--- src/rtl/secmon_pkg.sv ---
package secmon_pkg;

  // Register select codes on the configuration port
  typedef enum logic [1:0] {
    SEL_ARM   = 2'd0,
    SEL_FIRST = 2'd1,
    SEL_LAST  = 2'd2,
    SEL_NONE  = 2'd3
  } cfg_sel_e;

  // Window indices inside the range-compare array
  localparam int WIN_FW   = 0;
  localparam int WIN_SPAN = 1;
  localparam int WIN_PHYS = 2;
  localparam int WIN_APP  = 3;
  localparam int NUM_WIN  = 4;

  // Forced opcode: the all-zero word is not a legal base-ISA instruction
  localparam logic [31:0] ILLEGAL_OP = 32'h0000_0000;

endpackage

--- src/rtl/secmon_window.sv ---
// Inclusive address window; an inverted window (first > last) never hits.
module secmon_window #(
  parameter int AW = 32
) (
  input  logic [AW-1:0] addr_i,
  input  logic [AW-1:0] first_i,
  input  logic [AW-1:0] last_i,
  output logic          hit_o
);
  logic ordered;
  logic above;
  logic below;

  always_comb begin
    ordered = (first_i <= last_i);
    above   = (addr_i >= first_i);
    below   = (addr_i <= last_i);
    hit_o   = ordered && above && below;
  end
endmodule

--- src/rtl/secmon_sticky.sv ---
// Set-only flag cleared by reset alone.
module secmon_sticky (
  input  logic clk_i,
  input  logic rst_ni,
  input  logic set_i,
  output logic q_o
);
  always_ff @(posedge clk_i or negedge rst_ni) begin
    if (!rst_ni) q_o <= 1'b0;
    else if (set_i) q_o <= 1'b1;
  end
endmodule

--- src/rtl/secmon_cfg.sv ---
// Configuration registers: write-once arm bit, region bounds locked by it.
module secmon_cfg
  import secmon_pkg::*;
#(
  parameter int AW = 32,
  parameter int DW = 32
) (
  input  logic          clk_i,
  input  logic          rst_ni,
  input  logic          we_i,
  input  logic [1:0]    sel_i,
  input  logic [DW-1:0] wdata_i,
  output logic [DW-1:0] rdata_o,
  output logic          armed_o,
  output logic [AW-1:0] first_o,
  output logic [AW-1:0] last_o
);
  cfg_sel_e sel;
  logic     arm_set;
  logic     open_wr;

  always_comb begin
    sel     = cfg_sel_e'(sel_i);
    arm_set = we_i && (sel == SEL_ARM) && wdata_i[0];
    open_wr = we_i && !armed_o;
  end

  secmon_sticky u_arm (
    .clk_i (clk_i),
    .rst_ni(rst_ni),
    .set_i (arm_set),
    .q_o   (armed_o)
  );

  always_ff @(posedge clk_i or negedge rst_ni) begin
    if (!rst_ni) begin
      first_o <= '0;
      last_o  <= '0;
    end else if (open_wr) begin
      if (sel == SEL_FIRST) first_o <= wdata_i[AW-1:0];
      if (sel == SEL_LAST)  last_o  <= wdata_i[AW-1:0];
    end
  end

  always_comb begin
    unique case (sel)
      SEL_ARM:   rdata_o = DW'(armed_o);
      SEL_FIRST: rdata_o = DW'(first_o);
      SEL_LAST:  rdata_o = DW'(last_o);
      default:   rdata_o = '0;
    endcase
  end
endmodule

--- src/rtl/secmon_top.sv ---
module secmon_top
  import secmon_pkg::*;
#(
  parameter int              ADDR_W   = 32,
  parameter int              DATA_W   = 32,
  parameter logic [ADDR_W-1:0] FW_BASE  = 32'hD000_0000,
  parameter logic [ADDR_W-1:0] FW_SIZE  = 32'h0000_0800,
  parameter logic [ADDR_W-1:0] RAM_BASE = 32'h4000_0000,
  parameter logic [ADDR_W-1:0] RAM_SPAN = 32'h4000_0000,
  parameter logic [ADDR_W-1:0] RAM_PHYS = 32'h0002_0000
) (
  input  logic                clk_i,
  input  logic                rst_ni,
  input  logic                cpu_req_valid_i,
  output logic                cpu_req_ready_o,
  input  logic                cpu_req_instr_i,
  input  logic [ADDR_W-1:0]   cpu_req_addr_i,
  input  logic [DATA_W/8-1:0] cpu_req_wstrb_i,
  input  logic [DATA_W-1:0]   cpu_req_wdata_i,
  output logic [DATA_W-1:0]   cpu_rsp_data_o,
  output logic                mem_req_valid_o,
  input  logic                mem_req_ready_i,
  output logic [ADDR_W-1:0]   mem_req_addr_o,
  output logic [DATA_W/8-1:0] mem_req_wstrb_o,
  output logic [DATA_W-1:0]   mem_req_wdata_o,
  input  logic [DATA_W-1:0]   mem_rsp_data_i,
  input  logic                cfg_we_i,
  input  logic [1:0]          cfg_sel_i,
  input  logic [DATA_W-1:0]   cfg_wdata_i,
  output logic [DATA_W-1:0]   cfg_rdata_o,
  input  logic                cpu_trap_i,
  output logic                cpu_halt_o,
  output logic                trap_ind_o
);
  localparam logic [ADDR_W-1:0] FW_LAST   = FW_BASE + FW_SIZE - 1'b1;
  localparam logic [ADDR_W-1:0] SPAN_LAST = RAM_BASE + RAM_SPAN - 1'b1;
  localparam logic [ADDR_W-1:0] PHYS_LAST = RAM_BASE + RAM_PHYS - 1'b1;
  localparam logic [DATA_W-1:0] FORCED    = DATA_W'(ILLEGAL_OP);

  logic              cfg_armed;
  logic [ADDR_W-1:0] cfg_first;
  logic [ADDR_W-1:0] cfg_last;

  secmon_cfg #(.AW(ADDR_W), .DW(DATA_W)) u_cfg (
    .clk_i  (clk_i),
    .rst_ni (rst_ni),
    .we_i   (cfg_we_i),
    .sel_i  (cfg_sel_i),
    .wdata_i(cfg_wdata_i),
    .rdata_o(cfg_rdata_o),
    .armed_o(cfg_armed),
    .first_o(cfg_first),
    .last_o (cfg_last)
  );

  // Window bounds: three fixed by parameters, one set by software
  logic [ADDR_W-1:0] win_first [NUM_WIN];
  logic [ADDR_W-1:0] win_last  [NUM_WIN];
  logic [NUM_WIN-1:0] win_hit;

  always_comb begin
    win_first[WIN_FW]   = FW_BASE;
    win_last[WIN_FW]    = FW_LAST;
    win_first[WIN_SPAN] = RAM_BASE;
    win_last[WIN_SPAN]  = SPAN_LAST;
    win_first[WIN_PHYS] = RAM_BASE;
    win_last[WIN_PHYS]  = PHYS_LAST;
    win_first[WIN_APP]  = cfg_first;
    win_last[WIN_APP]   = cfg_last;
  end

  for (genvar w = 0; w < NUM_WIN; w++) begin : g_win
    secmon_window #(.AW(ADDR_W)) u_win (
      .addr_i (cpu_req_addr_i),
      .first_i(win_first[w]),
      .last_i (win_last[w]),
      .hit_o  (win_hit[w])
    );
  end

  logic out_of_phys;
  logic blocked;
  logic no_exec;
  logic fetch_refused;
  logic refused_taken;
  logic halt_set;
  logic trap_set;

  always_comb begin
    out_of_phys   = win_hit[WIN_SPAN] && !win_hit[WIN_PHYS];
    blocked       = cpu_halt_o || out_of_phys;
    no_exec       = win_hit[WIN_FW] || (cfg_armed && win_hit[WIN_APP]);
    fetch_refused = cpu_req_valid_i && cpu_req_instr_i && no_exec;
    refused_taken = fetch_refused && mem_req_valid_o && mem_req_ready_i;
    halt_set      = cpu_req_valid_i && out_of_phys;
    trap_set      = cpu_trap_i || refused_taken;
  end

  // Request stream: pass through unless blocked
  assign mem_req_valid_o = cpu_req_valid_i && !blocked;
  assign cpu_req_ready_o = mem_req_ready_i && !blocked;
  assign mem_req_addr_o  = cpu_req_addr_i;
  assign mem_req_wstrb_o = cpu_req_wstrb_i;
  assign mem_req_wdata_o = cpu_req_wdata_i;
  assign cpu_rsp_data_o  = fetch_refused ? FORCED : mem_rsp_data_i;

  secmon_sticky u_halt (
    .clk_i (clk_i),
    .rst_ni(rst_ni),
    .set_i (halt_set),
    .q_o   (cpu_halt_o)
  );

  secmon_sticky u_trap (
    .clk_i (clk_i),
    .rst_ni(rst_ni),
    .set_i (trap_set),
    .q_o   (trap_ind_o)
  );
endmodule

--- config.mk ---
export PLATFORM = sky130hd
export DESIGN_NAME = secmon_top
export DESIGN_NICKNAME = d
export VERILOG_FILES = /design/src/rtl/secmon_pkg.sv /design/src/rtl/secmon_window.sv /design/src/rtl/secmon_sticky.sv /design/src/rtl/secmon_cfg.sv /design/src/rtl/secmon_top.sv
export SDC_FILE = /design/constraint.sdc
export NUM_CORES = 1
export LEC_CHECK = 0
export BUFFER_PORTS_ARGS = -buffer_cell sky130_fd_sc_hd__buf_2
export CELL_PAD_IN_SITES_DETAIL_PLACEMENT = 0
export CELL_PAD_IN_SITES_GLOBAL_PLACEMENT = 1
export CORE_MARGIN = 5
export CORE_UTILIZATION = 30
export DETAILED_ROUTE_END_ITERATION = 8
export PLACE_DENSITY_LB_ADDON = 0.05
export SKIP_CTS_REPAIR_TIMING = 1
export SLEW_MARGIN = 20
export SYNTH_ARGS = -nofsm -noshare
export SYNTH_HDL_FRONTEND = slang
export SYNTH_SLANG_ARGS = --single-unit
--- constraint.sdc ---
create_clock -name clk_i -period 3.1 [get_ports clk_i]
set_input_delay 0.62 -clock clk_i [delete_from_list [all_inputs] [get_ports clk_i]]
set_output_delay 0.62 -clock clk_i [all_outputs]
set_load 0.05 [all_outputs]
==> results of run 1 <==
metrics by stage:
step                        util  cell area, sq um
final                     0.4520              8711
after global routing      0.4520              8711
after CTS                 0.4102              7905
after detailed placement  0.3950              7612
after global placement    0.3950              7612
after floorplan                -              5934
cells in the mapped netlist, drive strengths merged:
cell	n	area (sq um)
a21o	7	52.55
a221oi	2	17.52
o21ai	76	380.4
a2111oi	3	32.53
a21oi	35	175.2
o31ai	1	7.510
a31oi	1	21.27
nor2	10	37.54
dfrtp	67	1677
ha	96	1201
a2111o	1	11.26
nor2b	7	43.79
and3b	2	17.52
or4b	1	10.01
nand2b	3	26.27
nor3	4	20.02
nor3b	1	7.510
nand2	82	307.8
and3	1	6.260
or4	3	22.52
o2111ai	1	8.760
mux2i	1	10.01
o2bb2a	1	10.01
and2	33	206.5
nor4	8	50.05
a22o	31	271.5
a31o	1	8.760
nand3	11	55.05
nand4	20	125.1
a22oi	1	7.510
buf	73	551.8
a211oi	6	45.04
inv	66	247.7
a21boi	1	7.510
o211ai	3	22.52
clkbuf	19	71.32
mux2	1	11.26
and4	4	35.03
logic make-up after synthesis:
group,count (synthesis),synth area share
AOI/OAI and AO/OA,171,0.1855
adders and majority gates,96,0.2064
buffers and inverters,158,0.1496
DFF,67,0.2880
muxes,2,0.003654
and+or+nand+nor,190,0.1668
layer usage:
layer  global-route usage  part of all wire  vias to the layer above
met5                    0                 0                        -
met4              0.05629             0.017                        0
met3              0.03403             0.056                       37
met2               0.2912              0.47                      185
met1               0.2529              0.46                     2690
li1                     -                 -                     2849
report_power, final:
| part | internal [mW] | switching (mW) | leakage [nW] |
|---|---|---|---|
| combinational | 1.98 | 2.34 | 3.41 |
| sequential | 1.21 | 0.222 | 0.816 |
| clock | 0.629 | 0.383 | 0.146 |
worst reg2reg max path, stage by stage (launching register included):
cell and delay, ns:
dfrtp_1 0.39, inv_1 0.10, ha_4 0.28, and4_1 0.20
o21ai_0 0.08, or4_4 0.55, o2111ai_2 0.12, a2111o_1 0.22
a31oi_4 0.10, buf_12 0.16, buf_6 0.14, o21ai_1 0.14
final cells by class:
cell class,count,share of cell area
well taps,265,0.03806
diodes,1,0.0002873
clock inverters,1,0.0005745
flip-flops and latches,67,0.1925
clock buffers,15,0.03304
inverters,66,0.02988
repair buffers,339,0.2830
multi-input cells,459,0.4227
path summary, 6_finish.rpt:
path                                   from           endpoint  slack, ns
max                        u_cfg.first_o[5]  cpu_rsp_data_o[0]      -0.55
min                                  rst_ni    u_cfg.last_o[9]       0.44
max reg2reg                u_cfg.first_o[5]         u_trap.q_o       0.54
min reg2reg                      u_halt.q_o         u_halt.q_o       0.52
max in group asynchronous            rst_ni  u_cfg.first_o[29]       1.86
min in group clk_i          cfg_wdata_i[11]   u_cfg.last_o[11]       0.50
flip-flops by register name, indices dropped and copies added, names as in the netlist:
name             flops
u_cfg.first_o       32
u_cfg.u_arm.q_o      1
u_trap.q_o           1
u_cfg.last_o        32
u_halt.q_o           1
==> results.toml, run 1 <==
[worst_setup_path]
cp-start-kind = "register"
crit_family = "simple AND/OR/NAND/NOR gates"
crit_required_ns = 2.48
reg2regPathDepth = 11
worstPathMaxFanout = 8
critPathSlowestCell = "or4_4"
worstSetupPathType = "reg -> out"
cp.depth = 12
critical_path_buf_inv_count = 4
crit_path_end_kind = "output pin"
crit_arrival_ns = 3.03
critPathMaxStageDelay_ns = 0.55
crit_chain = "inv_1 > ha_4 > and4_1 > o21ai_0 > or4_4 > o2111ai_2 > a2111o_1 > a31oi_4 > buf_12 > clkbuf_16 > and2_2 > buf_6"

[synthesis]
synth-seq-area-share = 0.2880
ys_ff_latch = 67
synthCells = 684
syn-num-nets = 921
synth_area_per_cell_sq_um = 8.510
ys.warnings.count = 0
ys_types = 43
syn_area_sq_mm = 0.005821

[power_and_ir_drop]
total_power_mw = 6.762
power_density_mw_per_mm2 = 776.2
p_leak_nw = 4.373
peakVddDrop_uv = 281.4

[clock_tree]
cts.sinks = 67
cts_tree = "yes"
clk_latency_ns = 0.33
htreeDepth = 3
cts_buffers = 9
clkTransAtPathRegs_ns = 0.06
clock-root-buffer = "clkbuf_16"
clk_path_buf_depth = 2

[hold_path]
hp-class = "in -> async"

[die]
coreArea_sq_mm = 0.01927
die_y_um = 149.3
io-pin-count = 277
dieArea_sq_mm = 0.02229
initial_core_util = 0.3020
num_rows = 51
die_x_um = 149.3

[detailed_routing]
vias_per_cell = 4.749
ant_nets = 0
num_vias = 5761
drt_iter0_drc = 161
wl_per_cell_um = 17.75
routed_wirelength_um = 21540
drc_errors = 0
firstDrtPassIters = 4

[global_routing]
grt_pass1_wl_um = 31710
grt_max_degree = 39
antenna_found_initial = 1
grt.total_usage = 0.1832
grt_pass1_vias = 5732
grt_overflow = 0

[timing]
finalMaxSlewViolations = 0
hold_ws_ns = 0.4358
layout_setup_ws_ns = -0.5499
fmax_mhz = 274.0
final_hold_viol_count = 0
fin_tns_setup_ns = -16.38
slew_headroom = 0.3600
finalSetupViolCount = 32
post-route-period-util = 1.177
period_needed_ns = 3.650
fin_skew_ns = 0.007180
worst_slew_pin_slew_ns = 0.9600
rsz0062_at_grt = "yes"

[run_status]
failed_checks = "setup timing"
status = "finished, violations left"

[finish]
nFillCells = 1947
multi_input_area_sq_mm = 0.003682
layout_commonest_cell = "buf_2"
layout_common_cells = "buf_2, buf_4, ha_1, nand2_1, o21ai_0"
area_growth_pct = 49.66
fin_cells = 1213
layout.nets = 1179
register_area_sq_mm = 0.001677
layout-drive-gt1-share = 0.4593

[place]
gp_congestion = 0.8639
dp_cells = 1178
dp_hpwl_um = 16800
pre_cts_slack_ns = -0.6674
io_buffer_count = 204

[job]
maxCapViolCount = 0
(Power assumes the default switching activity.)
==> inputs of run 2 (changes only) <==
--- a/config.mk
+++ b/config.mk
@@ -5,6 +5,7 @@
 export SDC_FILE = /design/constraint.sdc
 export NUM_CORES = 1
 export LEC_CHECK = 0
+export ABC_AREA = 1
 export BUFFER_PORTS_ARGS = -buffer_cell sky130_fd_sc_hd__buf_2
 export CELL_PAD_IN_SITES_DETAIL_PLACEMENT = 0
 export CELL_PAD_IN_SITES_GLOBAL_PLACEMENT = 1
@@ -13,7 +14,6 @@
 export DETAILED_ROUTE_END_ITERATION = 8
 export PLACE_DENSITY_LB_ADDON = 0.05
 export SKIP_CTS_REPAIR_TIMING = 1
-export SLEW_MARGIN = 20
 export SYNTH_ARGS = -nofsm -noshare
 export SYNTH_HDL_FRONTEND = slang
 export SYNTH_SLANG_ARGS = --single-unit
==> run 2 against run 1 <==
The flow still finishes with violations (setup timing). Routed wire length shrank 7.2%. Power shrank 58%. First-iteration DRC count grew 48%. Critical path depth grew 2. Combinational power shrank 78%. Area after synthesis grew 4.3%. Hold slack lost 0.085 ns. Critical path type unchanged. Highest routed layer unchanged.
==> results.toml, run 2 <==
[detailed_routing]
ant_nets = 0
wl_per_cell_um = 15.96
num_vias = 5735
vias_per_cell = 4.581
drc_errors = 0
firstDrtPassIters = 4
routed_wirelength_um = 19980
drt_iter0_drc = 239

[power_and_ir_drop]
total_power_mw = 2.817
peakVddDrop_uv = 261.2
p_leak_nw = 4.124
power_density_mw_per_mm2 = 348.9

[timing]
hold_ws_ns = 0.3508
fin_skew_ns = 0.003846
post-route-period-util = 1.026
finalMaxSlewViolations = 0
slew_headroom = 0.4771
rsz0062_at_grt = "yes"
fmax_mhz = 314.4
finalSetupViolCount = 32
layout_setup_ws_ns = -0.08104
worst_slew_pin_slew_ns = 0.7843
period_needed_ns = 3.181
final_hold_viol_count = 0

[synthesis]
ys_ff_latch = 67
yosys-top-cells-area = "dfrtp_1, ha_1, nand2_1"
async_flop_share = 1.000
syn_area_sq_mm = 0.006070
synth_area_per_cell_sq_um = 7.466
synth_edf_count = 0
synth_most_common_cell = "nand2_1"
synthCells = 813
ys.flop_type = "dfrtp_1"
synth-seq-area-share = 0.2762
ys_types = 31
synth_top_cell_by_area = "dfrtp_1"
syn-num-nets = 1050
netlist.area_leader.share = 0.2762
ys.warnings.count = 0
ys_top_cells_by_count = "nand2_1, inv_1, ha_1, o21ai_0, buf_4"

[finish]
layout_common_cells = "buf_2, nand2_1, inv_1, ha_1, o21ai_0"
reg.largest.list = "u_cfg.first_o: 32 flops, u_cfg.last_o: 32 flops"
antenna_cells = 0
layout_commonest_cell = "buf_2"
layout.nets = 1214
area_growth_pct = 33.02
layout-drive-gt1-share = 0.3493
nFillCells = 2086

[place]
gp_congestion = 0.8664
io_buffer_count = 204
dp_hpwl_um = 15270

[clock_tree]
clock-root-buffer = "clkbuf_16"
htreeDepth = 3
cts.sinks = 67
clkTransAtPathRegs_ns = 0.06
clk_path_buf_depth = 2
cts_buffers = 9
cts_tree = "yes"
clk_latency_ns = 0.34

[hold_path]
hp-class = "in -> async"

[run_status]
status = "finished, violations left"
failed_checks = "setup timing"

[global_routing]
grt_max_degree = 65
antenna_found_initial = 0
grt.total_usage = 0.1606
grt_overflow = 0
grt_pass1_vias = 5881
grt_pass1_wl_um = 30670

[worst_setup_path]
crit_path_end_kind = "output pin"
cp-start-kind = "register"
worstPathMaxFanout = 8
crit_required_ns = 2.48
worstSetupPathType = "reg -> out"
crit_arrival_ns = 2.56

[job]
maxCapViolCount = 0

[die]
coreArea_sq_mm = 0.02010
io-pin-count = 277
die_x_um = 152.2
dieArea_sq_mm = 0.02318
die_y_um = 152.2
num_rows = 52
initial_core_util = 0.3019
==> run 2: cell count changes after synthesis, moves of 30 or more <==
| cell | delta |
|---|---|
| a21boi_1 | +30 |
| a22o_1 | -31 |
| nand2_1 | +94 |
| inv_1 | +61 |
| and2_1 | -32 |
| o22ai_1 | +31 |
==> run 2: per-stage QoR <==
stage | cells | area (sq um) | setup TNS [ns] | util | setup WS [ns]
final | 1252 | 8074 | -1.182 | 0.4016 | -0.08104
after CTS | 1238 | 7311 | -6.554 | 0.3636 | -0.2384
after global placement | 1222 | 7037 | -2.742 | 0.3500 | -0.09576
after detailed placement | 1222 | 7037 | -5.649 | 0.3500 | -0.2104
after floorplan | 813 | 6070 | -0.9748 | - | -0.03628
after global routing | 1252 | 8074 | -6.233 | 0.4016 | -0.2487
==> run 2: worst max-delay path: stages, from the launching register on <==
cell      delay, ns
dfrtp_1        0.36
inv_2          0.07
ha_1           0.29
nand2_2        0.08
nor2_4         0.14
nand2_4        0.09
nor4_4         0.24
nand2_1        0.08
nand2_1        0.08
nand2_2        0.06
nand3_4        0.09
buf_12         0.15
nand2_8        0.10
a21boi_2       0.19
buf_6          0.18
==> run 2: power breakdown <==
group          leakage (nW)  switching [mW]  total (mW)  internal [mW]
Clock                 0.137           0.386       0.969          0.583
Sequential            0.904          0.0166       0.913          0.896
Combinational          3.08           0.601       0.935          0.333
==> run 2: cell type report <==
cell class,instances,area [sq um],share of cell area
timing repair buffer,241,1533,0.1898
clock inverter,2,10.01,0.001240
tap,270,337.8,0.04184
inverter,127,476.7,0.05904
clock buffer,14,264.0,0.03270
sequential,67,1677,0.2077
multi-input combinational,531,3776,0.4677
==> run 2: cell families (layout without fill, tap and decap cells) <==
family	count (synthesis)	in the layout	synth area share
buf+inv	219	384	0.1814
flops	67	67	0.2762
compound gates	193	193	0.1847
simple gates	238	242	0.1598
fa+ha+maj	96	96	0.1979
==> run 2: path summary, 6_finish.rpt <==
check,startpoint,to,slack (ns),cells past startpoint
hold reg to reg,u_trap.q_o,u_trap.q_o,0.46,2
setup reg to reg,u_cfg.first_o[7],u_trap.q_o,1.01,15
setup / recovery,u_cfg.last_o[30],cpu_rsp_data_o[25],-0.08,14
hold / removal,rst_ni,u_cfg.last_o[12],0.35,1
max in group asynchronous,rst_ni,u_cfg.last_o[29],2.06,2
min in group clk_i,u_trap.q_o,u_trap.q_o,0.46,2
==> run 2: routing by layer <==
layer	GRT usage	vias up	routed length (um)
met5	0	-	0
met2	0.2530	191	9028
met3	0.04232	24	1192
li1	-	2938	-
met4	0.04666	0	313
met1	0.2171	2582	9445
==> inputs of run 3 (changes only) <==
--- a/config.mk
+++ b/config.mk
@@ -10,7 +10,8 @@
 export CELL_PAD_IN_SITES_DETAIL_PLACEMENT = 0
 export CELL_PAD_IN_SITES_GLOBAL_PLACEMENT = 1
 export CORE_MARGIN = 5
-export CORE_UTILIZATION = 30
+export CORE_UTILIZATION = 31
+export CTS_BUF_LIST = sky130_fd_sc_hd__clkbuf_2
 export DETAILED_ROUTE_END_ITERATION = 8
 export PLACE_DENSITY_LB_ADDON = 0.05
 export SKIP_CTS_REPAIR_TIMING = 1
==> run 3 against run 2 <==
The flow still finishes with violations (setup timing). Die area is 3.0% lower. Sequential power hardly changed. Via count is 1.0% higher. Utilization is 0.84 points higher. Clock power is 46% lower. Sequential cell count stayed put. Critical path depth stayed put. Final cell count is 0.16% higher. Non-clock buffer count is 9 higher. Global-route usage is 1.5 points higher. Register-to-register slack worse by 0.13 ns. Largest cell class unchanged. Highest routed layer is now met5.
==> results.toml, run 3 (synthesis gave the netlist of run 2 again) <==
[power_and_ir_drop]
peakVddDrop_uv = 138.8
p_leak_nw = 4.085
power_density_mw_per_mm2 = 300.5

[finish]
layout.nets = 1219
layout_commonest_cell = "buf_2"
finish.instance_area_sq_mm = 0.007954
layout-drive-gt1-share = 0.3536
reg.largest.list = "u_cfg.first_o: 32 flops, u_cfg.last_o: 32 flops"
nFillCells = 2075
area_growth_pct = 31.05
layout_common_cells = "buf_2, nand2_1, inv_1, ha_1, o21ai_0"

[timing]
layout_setup_ws_ns = -0.3681
worst_slew_pin_slew_ns = 0.7530
fmax_mhz = 288.3
fin_skew_ns = 0.02760
finalMaxSlewViolations = 0
rsz0062_at_grt = "yes"
finalSetupViolCount = 32
post-route-period-util = 1.119
slew_headroom = 0.4980
period_needed_ns = 3.468
final_hold_viol_count = 0

[die]
dieArea_sq_mm = 0.02248
num_rows = 51
die_x_um = 149.9
die_y_um = 149.9
coreArea_sq_mm = 0.01940
initial_core_util = 0.3129
io-pin-count = 277

[clock_tree]
clock-root-buffer = "clkbuf_2"
clk_latency_ns = 0.56
cts.sinks = 67
cts_buffers = 9
clkTransAtPathRegs_ns = 0.20
cts_tree = "yes"
htreeDepth = 3
clk_path_buf_depth = 2

[place]
gp_congestion = 0.8536
place_area_sq_mm = 0.007118
pre_cts_slack_ns = -0.1365
dp_hpwl_um = 16010
io_buffer_count = 204

[worst_setup_path]
worstPathMaxFanout = 7
rrSetupSlack_ns = 0.88
crit_family = "simple AND/OR/NAND/NOR gates"
critical_path_buf_inv_count = 3
r2r-start = "u_cfg.last_o[29]"
critPathSlowestCell = "dfrtp_1"
cp-start-kind = "register"
crit_path_end_kind = "output pin"
crit_required_ns = 2.48
crit_chain = "inv_2 > ha_4 > nand2_4 > nor2_4 > nand2_2 > nor4_4 > nand2_1 > nand2_1 > nand2_2 > nand3_2 > nand2_8 > clkbuf_16 > a21boi_2 > buf_6"
crit_arrival_ns = 2.85
rr_endpoint = "u_trap.q_o"
worstSetupPathType = "reg -> out"
reg2regPathDepth = 14
critPathMaxStageDelay_ns = 0.41

[run_status]
status = "finished, violations left"
failed_checks = "setup timing"

[global_routing]
grt.total_usage = 0.1752
grt_pass1_wl_um = 30430
antenna_found_initial = 4
grt_max_degree = 65
grt_pass1_vias = 5827
grt_overflow = 0

[detailed_routing]
vias_per_cell = 4.621
num_vias = 5795
drc_errors = 0
drt_iter0_drc = 220
wl_per_cell_um = 16.50
ant_nets = 0
firstDrtPassIters = 4
routed_wirelength_um = 20690

[job]
maxCapViolCount = 0

[hold_path]
hp-class = "in -> async"
[run 3: area by class of cell]
cell class / instances / area (sq um) / share of cell area
multi-input cells: 527 / 3707 / 0.4661
flip-flops and latches: 67 / 1677 / 0.2108
repair buffers: 250 / 1655 / 0.2081
inverters: 127 / 476.7 / 0.05993
well taps: 265 / 331.6 / 0.04169
clock buffers: 12 / 60.06 / 0.007551
clock inverters: 4 / 41.29 / 0.005191
diodes: 2 / 5.005 / 0.0006292
[run 3: worst max path at each step]
stage                                   from                 end  slack (ns)  depth (start not counted)
after detailed placement  cpu_req_addr_i[27]  cpu_rsp_data_o[23]       -0.14                         14
final                       u_cfg.last_o[29]   cpu_rsp_data_o[1]       -0.37                         14
after global routing        u_cfg.last_o[29]   cpu_rsp_data_o[7]       -0.59                         14
after global placement    cpu_req_addr_i[31]  cpu_rsp_data_o[30]        -0.1                         14
after CTS                   u_cfg.last_o[31]  cpu_rsp_data_o[23]       -0.53                         16
after floorplan           cpu_req_addr_i[31]  cpu_rsp_data_o[23]       -0.04                         12
[run 3: where the power goes]
part / total [mW] / leakage, nW / switching (mW) / internal [mW]
logic: 0.949 / 3.11 / 0.597 / 0.353
registers: 0.913 / 0.904 / 0.0168 / 0.896
clock network: 0.528 / 0.0687 / 0.339 / 0.189
[run 3: routing by layer]
| layer | vias up | GRT usage | share of wire |
|---|---|---|---|
| li1 | 2938 | - | - |
| met1 | 2615 | 0.2245 | 0.44 |
| met2 | 190 | 0.2886 | 0.47 |
| met3 | 48 | 0.03876 | 0.061 |
| met4 | 4 | 0.06542 | 0.025 |
| met5 | - | 0 | 0.0015 |
[run 3: metrics by stage]
step           hold WS (ns)    util  instances  total power [mW]  TNS, ns
6_report             0.1023  0.4100       1254             2.390   -10.22
5_1_grt              0.1054  0.4100       1254             2.550   -17.07
4_1_cts             0.06114  0.3722       1241             2.279   -15.65
3_5_place_dp         0.4738  0.3669       1225             1.736   -3.388
3_3_place_gp         0.4546  0.3669       1225             1.725   -2.499
2_1_floorplan        0.3244       -        813             1.593  -0.9748
